[src/rtl/tgen_pkg.sv]
package tgen_pkg;

    typedef enum logic {
        MODE_ACTIVE  = 1'b0,
        MODE_STANDBY = 1'b1
    } red_mode_e;

    typedef struct packed {
        logic sclk;
        logic sdat;
        logic sfrm;
    } ser_bus_t;

    typedef struct packed {
        logic msync;
        logic frame;
    } tick_t;

endpackage

[src/rtl/tgen_phase.sv]
module tgen_phase
    import tgen_pkg::*;
#(
    parameter int SYNC_DIV = 1966080,
    parameter int PH_W     = $clog2(SYNC_DIV)
) (
    input  logic            clk,
    input  logic            rst,
    input  red_mode_e       mode,
    input  logic            sync_in,
    output logic            live,
    output logic [PH_W-1:0] phase
);

    localparam logic [PH_W-1:0] PH_LAST = PH_W'(SYNC_DIV - 1);

    logic            realign;
    logic [PH_W-1:0] phase_nxt;

    always_comb begin
        realign = (mode == MODE_STANDBY) && sync_in;
        if (realign) begin
            phase_nxt = PH_W'(1);
        end else if (phase == PH_LAST) begin
            phase_nxt = '0;
        end else begin
            phase_nxt = phase + PH_W'(1);
        end
    end

    always_ff @(posedge clk) begin
        if (rst) begin
            live  <= 1'b0;
            phase <= '0;
        end else begin
            live <= 1'b1;
            if (live) begin
                phase <= phase_nxt;
            end
        end
    end

    // the phase never leaves its period
    assert_phase_bound_R1: assert property (@(posedge clk) disable iff (rst)
        phase <= PH_LAST);

    // a partner pulse in standby puts us one step past phase zero
    assert_realign_R5: assert property (@(posedge clk) disable iff (rst)
        (live && mode == MODE_STANDBY && sync_in) |=> (phase == PH_W'(1)));

    // in active mode the phase just counts, whatever sync_in does
    assert_active_step_R6: assert property (@(posedge clk) disable iff (rst)
        (live && mode == MODE_ACTIVE && phase != PH_LAST)
            |=> (phase == $past(phase) + PH_W'(1)));

endmodule

[src/rtl/tgen_ticks.sv]
module tgen_ticks
    import tgen_pkg::*;
#(
    parameter int SYNC_DIV  = 1966080,
    parameter int FRAME_DIV = 4096,
    parameter int NDIV      = 4,
    parameter int PH_W      = $clog2(SYNC_DIV)
) (
    input  logic            clk,
    input  logic            rst,
    input  logic            live,
    input  logic [PH_W-1:0] phase,
    output tick_t           tick,
    output logic [NDIV-1:0] div_ce
);

    localparam int FR_W = $clog2(FRAME_DIV);

    always_comb begin
        tick.msync = live && (phase == '0);
        tick.frame = live && (phase[FR_W-1:0] == '0);
    end

    for (genvar k = 0; k < NDIV; k++) begin : g_bin
        assign div_ce[k] = live && (phase[k:0] == '0);
    end

    // every divider enable is present in a master sync cycle
    assert_bins_on_sync_R2: assert property (@(posedge clk) disable iff (rst)
        tick.msync |-> (&div_ce));

    // the frame enable only lands on slowest-divider cycles
    assert_frame_on_bin_R3: assert property (@(posedge clk) disable iff (rst)
        tick.frame |-> div_ce[NDIV-1]);

    // master sync implies a frame tick
    assert_sync_is_frame_R1: assert property (@(posedge clk) disable iff (rst)
        tick.msync |-> tick.frame);

endmodule

[src/rtl/tgen_syncmon.sv]
module tgen_syncmon
    import tgen_pkg::*;
#(
    parameter int SYNC_DIV = 1966080
) (
    input  logic      clk,
    input  logic      rst,
    input  red_mode_e mode,
    input  logic      sync_in,
    output logic      lost
);

    localparam int GAP_W = $clog2(SYNC_DIV + 1);
    localparam logic [GAP_W-1:0] GAP_LIM = GAP_W'(SYNC_DIV);

    logic [GAP_W-1:0] gap;

    always_ff @(posedge clk) begin
        if (rst || mode != MODE_STANDBY || sync_in) begin
            gap  <= '0;
            lost <= 1'b0;
        end else if (gap == GAP_LIM) begin
            lost <= 1'b1;
        end else begin
            gap <= gap + GAP_W'(1);
        end
    end

    // the flag only rises in standby after a pulse-free edge
    assert_lost_cause_R7: assert property (@(posedge clk) disable iff (rst)
        $rose(lost) |-> ($past(mode) == MODE_STANDBY && !$past(sync_in)));

    // a received pulse clears the flag
    assert_lost_clear_R7: assert property (@(posedge clk) disable iff (rst)
        sync_in |=> !lost);

endmodule

[src/rtl/tgen_serout.sv]
module tgen_serout
    import tgen_pkg::*;
#(
    parameter int CNT_W = 16
) (
    input  logic     clk,
    input  logic     rst,
    input  logic     load,
    output ser_bus_t ser
);

    localparam int BL_W = $clog2(CNT_W + 1);

    logic [CNT_W-1:0] mcount;
    logic [CNT_W-1:0] shreg;
    logic [BL_W-1:0]  bits_left;
    logic             half;
    logic             busy;

    always_ff @(posedge clk) begin
        if (rst) begin
            mcount    <= '0;
            shreg     <= '0;
            bits_left <= '0;
            half      <= 1'b0;
            busy      <= 1'b0;
        end else if (load) begin
            mcount    <= mcount + CNT_W'(1);
            shreg     <= mcount + CNT_W'(1);
            bits_left <= BL_W'(CNT_W);
            half      <= 1'b0;
            busy      <= 1'b1;
        end else if (busy) begin
            half <= ~half;
            if (half) begin
                shreg     <= {shreg[CNT_W-2:0], 1'b0};
                bits_left <= bits_left - BL_W'(1);
                if (bits_left == BL_W'(1)) begin
                    busy <= 1'b0;
                end
            end
        end
    end

    always_comb begin
        ser.sfrm = busy;
        ser.sclk = busy && half;
        ser.sdat = busy && shreg[CNT_W-1];
    end

    // a serial clock pulse is always inside the frame
    assert_sclk_framed_R9: assert property (@(posedge clk) disable iff (rst)
        ser.sclk |-> ser.sfrm);

    // a new word starts with the clock low
    assert_word_start_R9: assert property (@(posedge clk) disable iff (rst)
        load |=> (ser.sfrm && !ser.sclk));

    // the count only moves on a master sync
    assert_count_hold_R8: assert property (@(posedge clk) disable iff (rst)
        !load |=> $stable(mcount));

endmodule

[src/rtl/tgen_top.sv]
module tgen_top
    import tgen_pkg::*;
#(
    parameter int SYNC_DIV  = 1966080,
    parameter int FRAME_DIV = 4096,
    parameter int NDIV      = 4,
    parameter int CNT_W     = 16
) (
    input  logic            clk,
    input  logic            rst,
    input  logic            mode_standby,
    input  logic            sync_in,
    output logic            sync_out,
    output logic            msync_ce,
    output logic            frame_ce,
    output logic [NDIV-1:0] div_ce,
    output logic            loss_of_sync,
    output logic            ser_clk,
    output logic            ser_dat,
    output logic            ser_frm
);

    localparam int PH_W = $clog2(SYNC_DIV);

    red_mode_e       mode;
    logic            live;
    logic [PH_W-1:0] phase;
    tick_t           tick;
    ser_bus_t        ser;

    assign mode = red_mode_e'(mode_standby);

    tgen_phase #(
        .SYNC_DIV (SYNC_DIV),
        .PH_W     (PH_W)
    ) u_phase (
        .clk     (clk),
        .rst     (rst),
        .mode    (mode),
        .sync_in (sync_in),
        .live    (live),
        .phase   (phase)
    );

    tgen_ticks #(
        .SYNC_DIV  (SYNC_DIV),
        .FRAME_DIV (FRAME_DIV),
        .NDIV      (NDIV),
        .PH_W      (PH_W)
    ) u_ticks (
        .clk    (clk),
        .rst    (rst),
        .live   (live),
        .phase  (phase),
        .tick   (tick),
        .div_ce (div_ce)
    );

    tgen_syncmon #(
        .SYNC_DIV (SYNC_DIV)
    ) u_syncmon (
        .clk     (clk),
        .rst     (rst),
        .mode    (mode),
        .sync_in (sync_in),
        .lost    (loss_of_sync)
    );

    tgen_serout #(
        .CNT_W (CNT_W)
    ) u_serout (
        .clk  (clk),
        .rst  (rst),
        .load (tick.msync),
        .ser  (ser)
    );

    assign msync_ce = tick.msync;
    assign frame_ce = tick.frame;
    assign sync_out = tick.msync && (mode == MODE_ACTIVE);
    assign ser_clk  = ser.sclk;
    assign ser_dat  = ser.sdat;
    assign ser_frm  = ser.sfrm;

    // a standby unit never drives the partner
    assert_standby_quiet_R4: assert property (@(posedge clk) disable iff (rst)
        (mode == MODE_STANDBY) |-> !sync_out);

    // the cycle after a reset edge is silent
    assert_reset_quiet_R10: assert property (@(posedge clk)
        rst |=> (!msync_ce && !frame_ce && div_ce == '0 && !sync_out
                 && !loss_of_sync && !ser_frm && !ser_clk && !ser_dat));

endmodule

[config.mk]
export PLATFORM = sky130hd
export DESIGN_NAME = tgen_top
export DESIGN_NICKNAME = d
export VERILOG_FILES = /design/src/rtl/tgen_pkg.sv /design/src/rtl/tgen_phase.sv /design/src/rtl/tgen_ticks.sv /design/src/rtl/tgen_syncmon.sv /design/src/rtl/tgen_serout.sv /design/src/rtl/tgen_top.sv
export SDC_FILE = /design/constraint.sdc
export NUM_CORES = 1
export LEC_CHECK = 0
export ABC_AREA = 1
export BUFFER_PORTS_ARGS = -buffer_cell sky130_fd_sc_hd__buf_4
export CORE_UTILIZATION = 50
export CTS_CLUSTER_SIZE = 28
export DETAILED_ROUTE_END_ITERATION = 16
export GPL_ROUTABILITY_DRIVEN = 1
export PLACE_DENSITY = 0.67
export SLEW_MARGIN = 20
export SYNTH_ARGS = -nofsm -noshare
export SYNTH_HDL_FRONTEND = slang
export SYNTH_SLANG_ARGS = --single-unit
[constraint.sdc]
create_clock -name clk -period 2.2 [get_ports clk]
set_clock_uncertainty 0.1 [all_clocks]
set_input_delay 0.22 -clock clk [delete_from_list [all_inputs] [get_ports clk]]
set_output_delay 0.22 -clock clk [all_outputs]
set_load 0.02 [all_outputs]
Word level (Yosys, flattened, before mapping)
Cells that the tools add are included.
{"block": "word_totals", "mem_count": 0, "latch_bits": 0, "rom_bits": 0, "output_inout_bits": 11, "reg_bits": 83, "word_cells": 55, "mem_bits_rw": 0, "in_bits": 4}
{"block": "classes", "reduce_logical": 22, "n_eq_ne": 3, "mux": 13, "bitwise": 3, "n_addsub": 4, "n_lt_le_gt_ge": 0, "multipliers": 0, "n_div": 0, "n_shift": 0}
{"op": "$mux W16", "count": 3}
{"op": "$add A21 B1 Y21 const B", "count": 2}
{"op": "$eq A21 B21 Y1 const B", "count": 2}
{"op": "$mux W21", "count": 2}
{"op": "$logic_not A21 Y1", "count": 1}
{"op": "$add A16 B1 Y16 const B", "count": 1}
{"op": "$mux W5", "count": 3}
{"op": "$logic_not A12 Y1", "count": 1}
{"op": "$logic_and A1 B1 Y1", "count": 10}
{"op": "$eq A5 B1 Y1 const B", "count": 1}
{"op": "$mux W1", "count": 5}
{"op": "$sub A5 B1 Y5 const B", "count": 1}
{"op": "$logic_not A4 Y1", "count": 1}
{"op": "$reduce_and A2 Y1", "count": 2}
{"op": "$reduce_bool A2 Y1", "count": 2}
{"op": "$logic_not A3 Y1", "count": 1}
{"op": "$not A1 Y1", "count": 3}
{"op": "$logic_not A2 Y1", "count": 1}
{"op": "$logic_or A1 B1 Y1", "count": 2}
{"op": "$reduce_or A2 Y1", "count": 1}

Depth between registers and ports, before layout
{"block": "depth", "word_depth": 5, "mapped_depth": 11, "depth_no_buf": 10}

Cells and area by module
Synthesis repeated with hierarchy kept, for this count alone.
{"block": "hier_totals", "cells_unflattened": 675, "hier_area_um2": 4560.6}
{"mod": "tgen_serout", "area_per_inst_um2": 1875.5, "seq_area_each_um2": 780.7, "n_inst": 1, "cells_each": 261}
{"mod": "tgen_syncmon", "area_per_inst_um2": 1295.0, "seq_area_each_um2": 440.4, "n_inst": 1, "cells_each": 203}
{"mod": "tgen_phase", "area_per_inst_um2": 1270.0, "seq_area_each_um2": 440.4, "n_inst": 1, "cells_each": 184}
{"mod": "tgen_ticks", "area_per_inst_um2": 110.1, "seq_area_each_um2": 0.0, "n_inst": 1, "cells_each": 25}
{"mod": "tgen_top", "area_per_inst_um2": 10.0, "seq_area_each_um2": 0.0, "n_inst": 1, "cells_each": 2}

Least setup slack after synthesis
No wires, ideal clock.
{"block": "synth_timing", "path_kind": "register -> output", "startpoint": "register u_phase.phase[0]", "endpoint": "output sync_out", "path_stages_with_launch": 8, "required_time_ns": 1.880, "arrival_time_ns": 1.639, "n_path_buf": 1, "slack_ns": 0.241, "path_cell_list": "dfxtp_1 inv_1 ha_1 nand2_2 nor3_4 nand3_2 clkbuf_1 nor2_1"}
{"block": "synth_via", "elab_chain_len": 3}
{"item": "start, declared", "line": "tgen_phase.sv:12", "source": "output logic [PH_W-1:0] phase"}
{"item": "start signal, assigned", "line": "tgen_phase.sv:38", "source": "phase <= phase_nxt;"}
{"item": "$logic_not A21 Y1", "line": "tgen_ticks.sv:20", "source": "tick.msync = live && (phase == '0);"}
{"item": "$logic_and A1 B1 Y1", "line": "tgen_ticks.sv:20"}
{"item": "$logic_and A1 B1 Y1", "line": "tgen_top.sv:80", "source": "assign sync_out = tick.msync && (mode == MODE_ACTIVE);"}
{"item": "end, declared", "line": "tgen_top.sv:13", "source": "output logic sync_out,"}
No other way between the ends.

Worst setup path in the final report
Same ends and word-level chain as after synthesis.

==> summary.md <==
| Metric | Value |
|---|---|
| Synthesis warning total | 0 |
| Final instance count without filler cells | 748 |
| Hold-fix buffers at CTS | 0 |
| Final Net Count | 652 |
| Core area | 7888 um2 |
| DRT Pass-1 Iters | 5 |
| CTS Sinks | 83 |
| Largest net degree at the start of global routing | 24 |
| Average wire per standard cell | 12.36 um |
| Result of the run | finished, final reports clean |
| Critical setup path kind | flip-flop to primary output |
| H-tree lvl count | 3 |
| Worst Tran Pin Value | 0.4457 ns |
| Initial antenna violation count | 0 |
| First-pass GRT wire length | 15550 um |
| RD Place Congestion | 0.8632 |
| Placed insts | between 700 and 800 |
| WL final | 9248 um |
| I/O Buffers | 14 |
| Initial detailed-routing violation count | approximately 180 |
| Top layer in use | met4 |
| #FFs+latches synth | 83 |
| Syn_area_per_cell | 6.787 um2 |
| Post-Synth Simple-Gate Area | about a third |
| Total CTS buffers | 9 |
| Peak supply drop | between 0.0004 and 0.0005 V |
| Full die area | 8717 um2 |
| GRT Overall Usage | between 20% and 30% |
| Post-detail-place hpwl | 6487 um |
| Critical Path Start Type | flip-flop |
| Adder-cell share of the synthesized area | 2.098% |
| Via density | 5.128 |
| Total number of vias | 3836 |
| Yosys cell types | 31 |
| Hold Crit Class | primary input to flip-flop |
| Synth Area in Compound Gates | around 11% |
| Power Dens Cells | 643.4 nW/um2 |
| Area delta synth->final | 12.53% |
| Final worst-path cycle share | 96.32% |
| Min-delay src | rst |
| CP Capture Type | primary output |
| Setup WS pre-CTS | 0.2974 ns |
| Fillcell total | approximately 730 |
| CTS tree | built |
| Clock Root Buffer | clkbuf_8 |
| Largest family of logic cells by synthesized area | simple AND/OR/NAND/NOR gates |
| Final Max Slew Viols | 0 |
| Die W | 93.37 um |
| Peak Freq | 471.9 MHz |
| Worst Path Arrival | ~1.8 ns |
| Xor-xnor portion of the synthesized cell area | roughly 3.8% |
| Setup WS post-layout | between 0.08 and 0.09 ns |
| Fin. Hold Viols | 0 |
| Ant diodes | 0 |
| Gate Count Post-Synth | 615 |
| DRT antenna net count | 0 |
| CP required | approximately 1.9 ns |
| Crit-path max FO | 5 |
| DR WL met2 | 3993 um |
| Global route total overflow | 0 |
| Hold WS | around 0.12 ns |
| Static Leak | 1.879 nW |
| Initial core utilization | 52.92% |
| Max Cap Viol | 0 |
| Mapped Area | 4174 um2 |
| Mux cell area share after synthesis | 0% |
| Clk Latency, worst-skew pair | about 0.36 ns |
| Cell at the slowest stage of the critical path | dfxtp_4 |
| Die Ht | 93.37 um |
| Worst reg2reg path startpoint | u_phase.phase[0]$_SDFFE_PP0P_ |
| Clock transition at path regs | around 0.09 ns |
| Crit path launch | u_phase.phase[0]$_SDFFE_PP0P_ |
| DRC Markers | 0 |
| Vias in the first global route | 3400 |
| Worst stage delay on the critical path | about 0.37 ns |
| Fin crit period | 2.119 ns |
| Setup violators final | 0 |
| Metal-1 WL | about 4800 um |
| Clk buf depth | 2 |
| Slew headroom | a little over two thirds |
| Critical path, cell by cell | inv_2 -> ha_4 -> nand2_4 -> nor3_4 -> nand3_4 -> buf_6 -> nor2_4 -> buf_6 |
| CP dominant cell by count | buf_6 |
| # IOs | 15 |
| Net Count, Synth | roughly 630 |
| Seq/Total Area, Yosys | between 30% and 40% |
| Met3 routed wirelength | 381 um |
| Setup TNS | 0 ns |
| # rows | 32 |
| Share of layout cells above drive strength 1 | approximately a tenth |
[registers in the layout (all words and copies together) (netlist names)]
name and flops:
u_serout.mcount 16, u_phase.phase 21, u_serout.shreg 16, u_phase.live 1, u_serout.bits_left 5, u_serout.busy 1, u_syncmon.gap 21, u_syncmon.lost 1
u_serout.half 1
[final cells by class]
class | count | area [um2] | share of cell area (%)
multi-input combinational | 437 | 2170 | 46.19
clock inverter | 6 | 70.07 | 1.492
inverter | 81 | 304.0 | 6.473
sequential | 83 | 1665 | 35.46
tap | 102 | 127.6 | 2.717
timing repair buffer | 29 | 222.7 | 4.742
clock buffer | 10 | 137.6 | 2.930
[cell families (layout without fill, tap and decap cells)]
| logic type | Yosys count | count (layout) |
|---|---|---|
| and+or+nand+nor | 324 | 324 |
| buffers and inverters | 95 | 126 |
| AOI/OAI and AO/OA | 88 | 88 |
| DFF | 83 | 83 |
| xor gates and xnor gates | 18 | 18 |
| adders and majority gates | 7 | 7 |
[through the flow]
stage / instance area (um2) / util (%) / total power [W]
after global placement: 4403 / 55.82 / 0.001863
after floorplan: 4174 / - / 0.001789
after CTS: 4618 / 58.55 / 0.003023
after detailed placement: 4403 / 55.82 / 0.001866
after global routing: 4697 / 59.55 / 0.003163
final: 4697 / 59.55 / 0.003022
[cells in the final DEF (no fill, tap or decap), types with 2 or more instances in the layout]
master,count
o21ai_0,41
or2_2,3
nor3b_1,2
nand2_1,136
ha_1,6
clkbuf_8,10
o21ai_1,5
xnor2_1,3
nor2_1,90
xor2_1,15
dfxtp_1,82
inv_6,3
a21oi_1,28
o21bai_1,3
nand3_1,45
buf_4,26
nor3_1,16
o21a_1,2
nor3_4,2
buf_6,2
o22ai_1,7
nand3b_1,6
nand2_2,3
nor2_2,2
inv_1,80
nand4_1,13
nor2_4,2
[layer usage]
| layer | up-vias | GRT usage [%] |
|---|---|---|
| met5 | - | 0 |
| met4 | 0 | 8.462 |
| met3 | 12 | 3.252 |
| met2 | 73 | 34.19 |
| met1 | 1729 | 32.47 |
| li1 | 2022 | - |
[cells in the mapped netlist]
cell type    n  area share (%)
nand3b_1     6             1.1
nor3_2       1            0.24
o41ai_1      1            0.21
nand3_1     45             5.4
o22ai_1      7             1.0
nor4_1       1            0.15
inv_1       81             7.3
buf_6        2            0.54
ha_1         7             2.1
clkbuf_1     9            0.81
nor3_4       2            0.78
nor2_4       1            0.27
buf_2        3            0.36
dfxtp_1     83              40
nand3_2      1            0.24
a21oi_1     28             3.4
xor2_1      15             3.1
nor2_1      91             8.2
nand2_2      4            0.60
nand4_1     13             1.9
nand2_1    136              12
o21ai_0     41             4.9
nor3b_1      2            0.36
or2_2        3            0.45
o21bai_1     3            0.54
xnor2_1      3            0.63
o21a_1       2            0.36
a31oi_1      1            0.15
nor2_2       2            0.30
o21ai_1      5            0.60
nor3_1      16             1.9
[what timing repair did]
item                       CTS  global route
pin swaps                    1             1
gates resized for setup      0            11
setup endpoints to repair    1             1
setup buffers                1             4
cloned                       0             1
[final timing paths]
kind,endpoint,slack (ns),depth (start not counted)
setup reg to reg,u_serout.shreg[2]$_SDFFE_PP0P_,0.23,9
hold reg to reg,u_syncmon.lost$_SDFFE_PP0N_,0.36,2
hold / removal,u_serout.bits_left[4]$_SDFFE_PP0P_,0.12,2
setup / recovery,sync_out,0.08,8
[worst max-delay path: cells and delay by family (launching register included)]
kind          cells  cell delay [ns]
fa+ha+maj         1             0.14
buf+inv           3             0.38
flops             1             0.37
simple gates      4             0.56
[report_power, final]
| group | total [W] | internal [W] | leakage [nW] | switching (W) |
|---|---|---|---|---|
| Clock | 0.00116 | 0.000568 | 0.108 | 0.000589 |
| Combinational | 0.000293 | 0.000112 | 1.10 | 0.000180 |
| Sequential | 0.00157 | 0.00155 | 0.674 | 0.0000267 |
| Total | 0.00302 | 0.00223 | 1.88 | 0.000796 |
(Power assumes the default switching activity.)
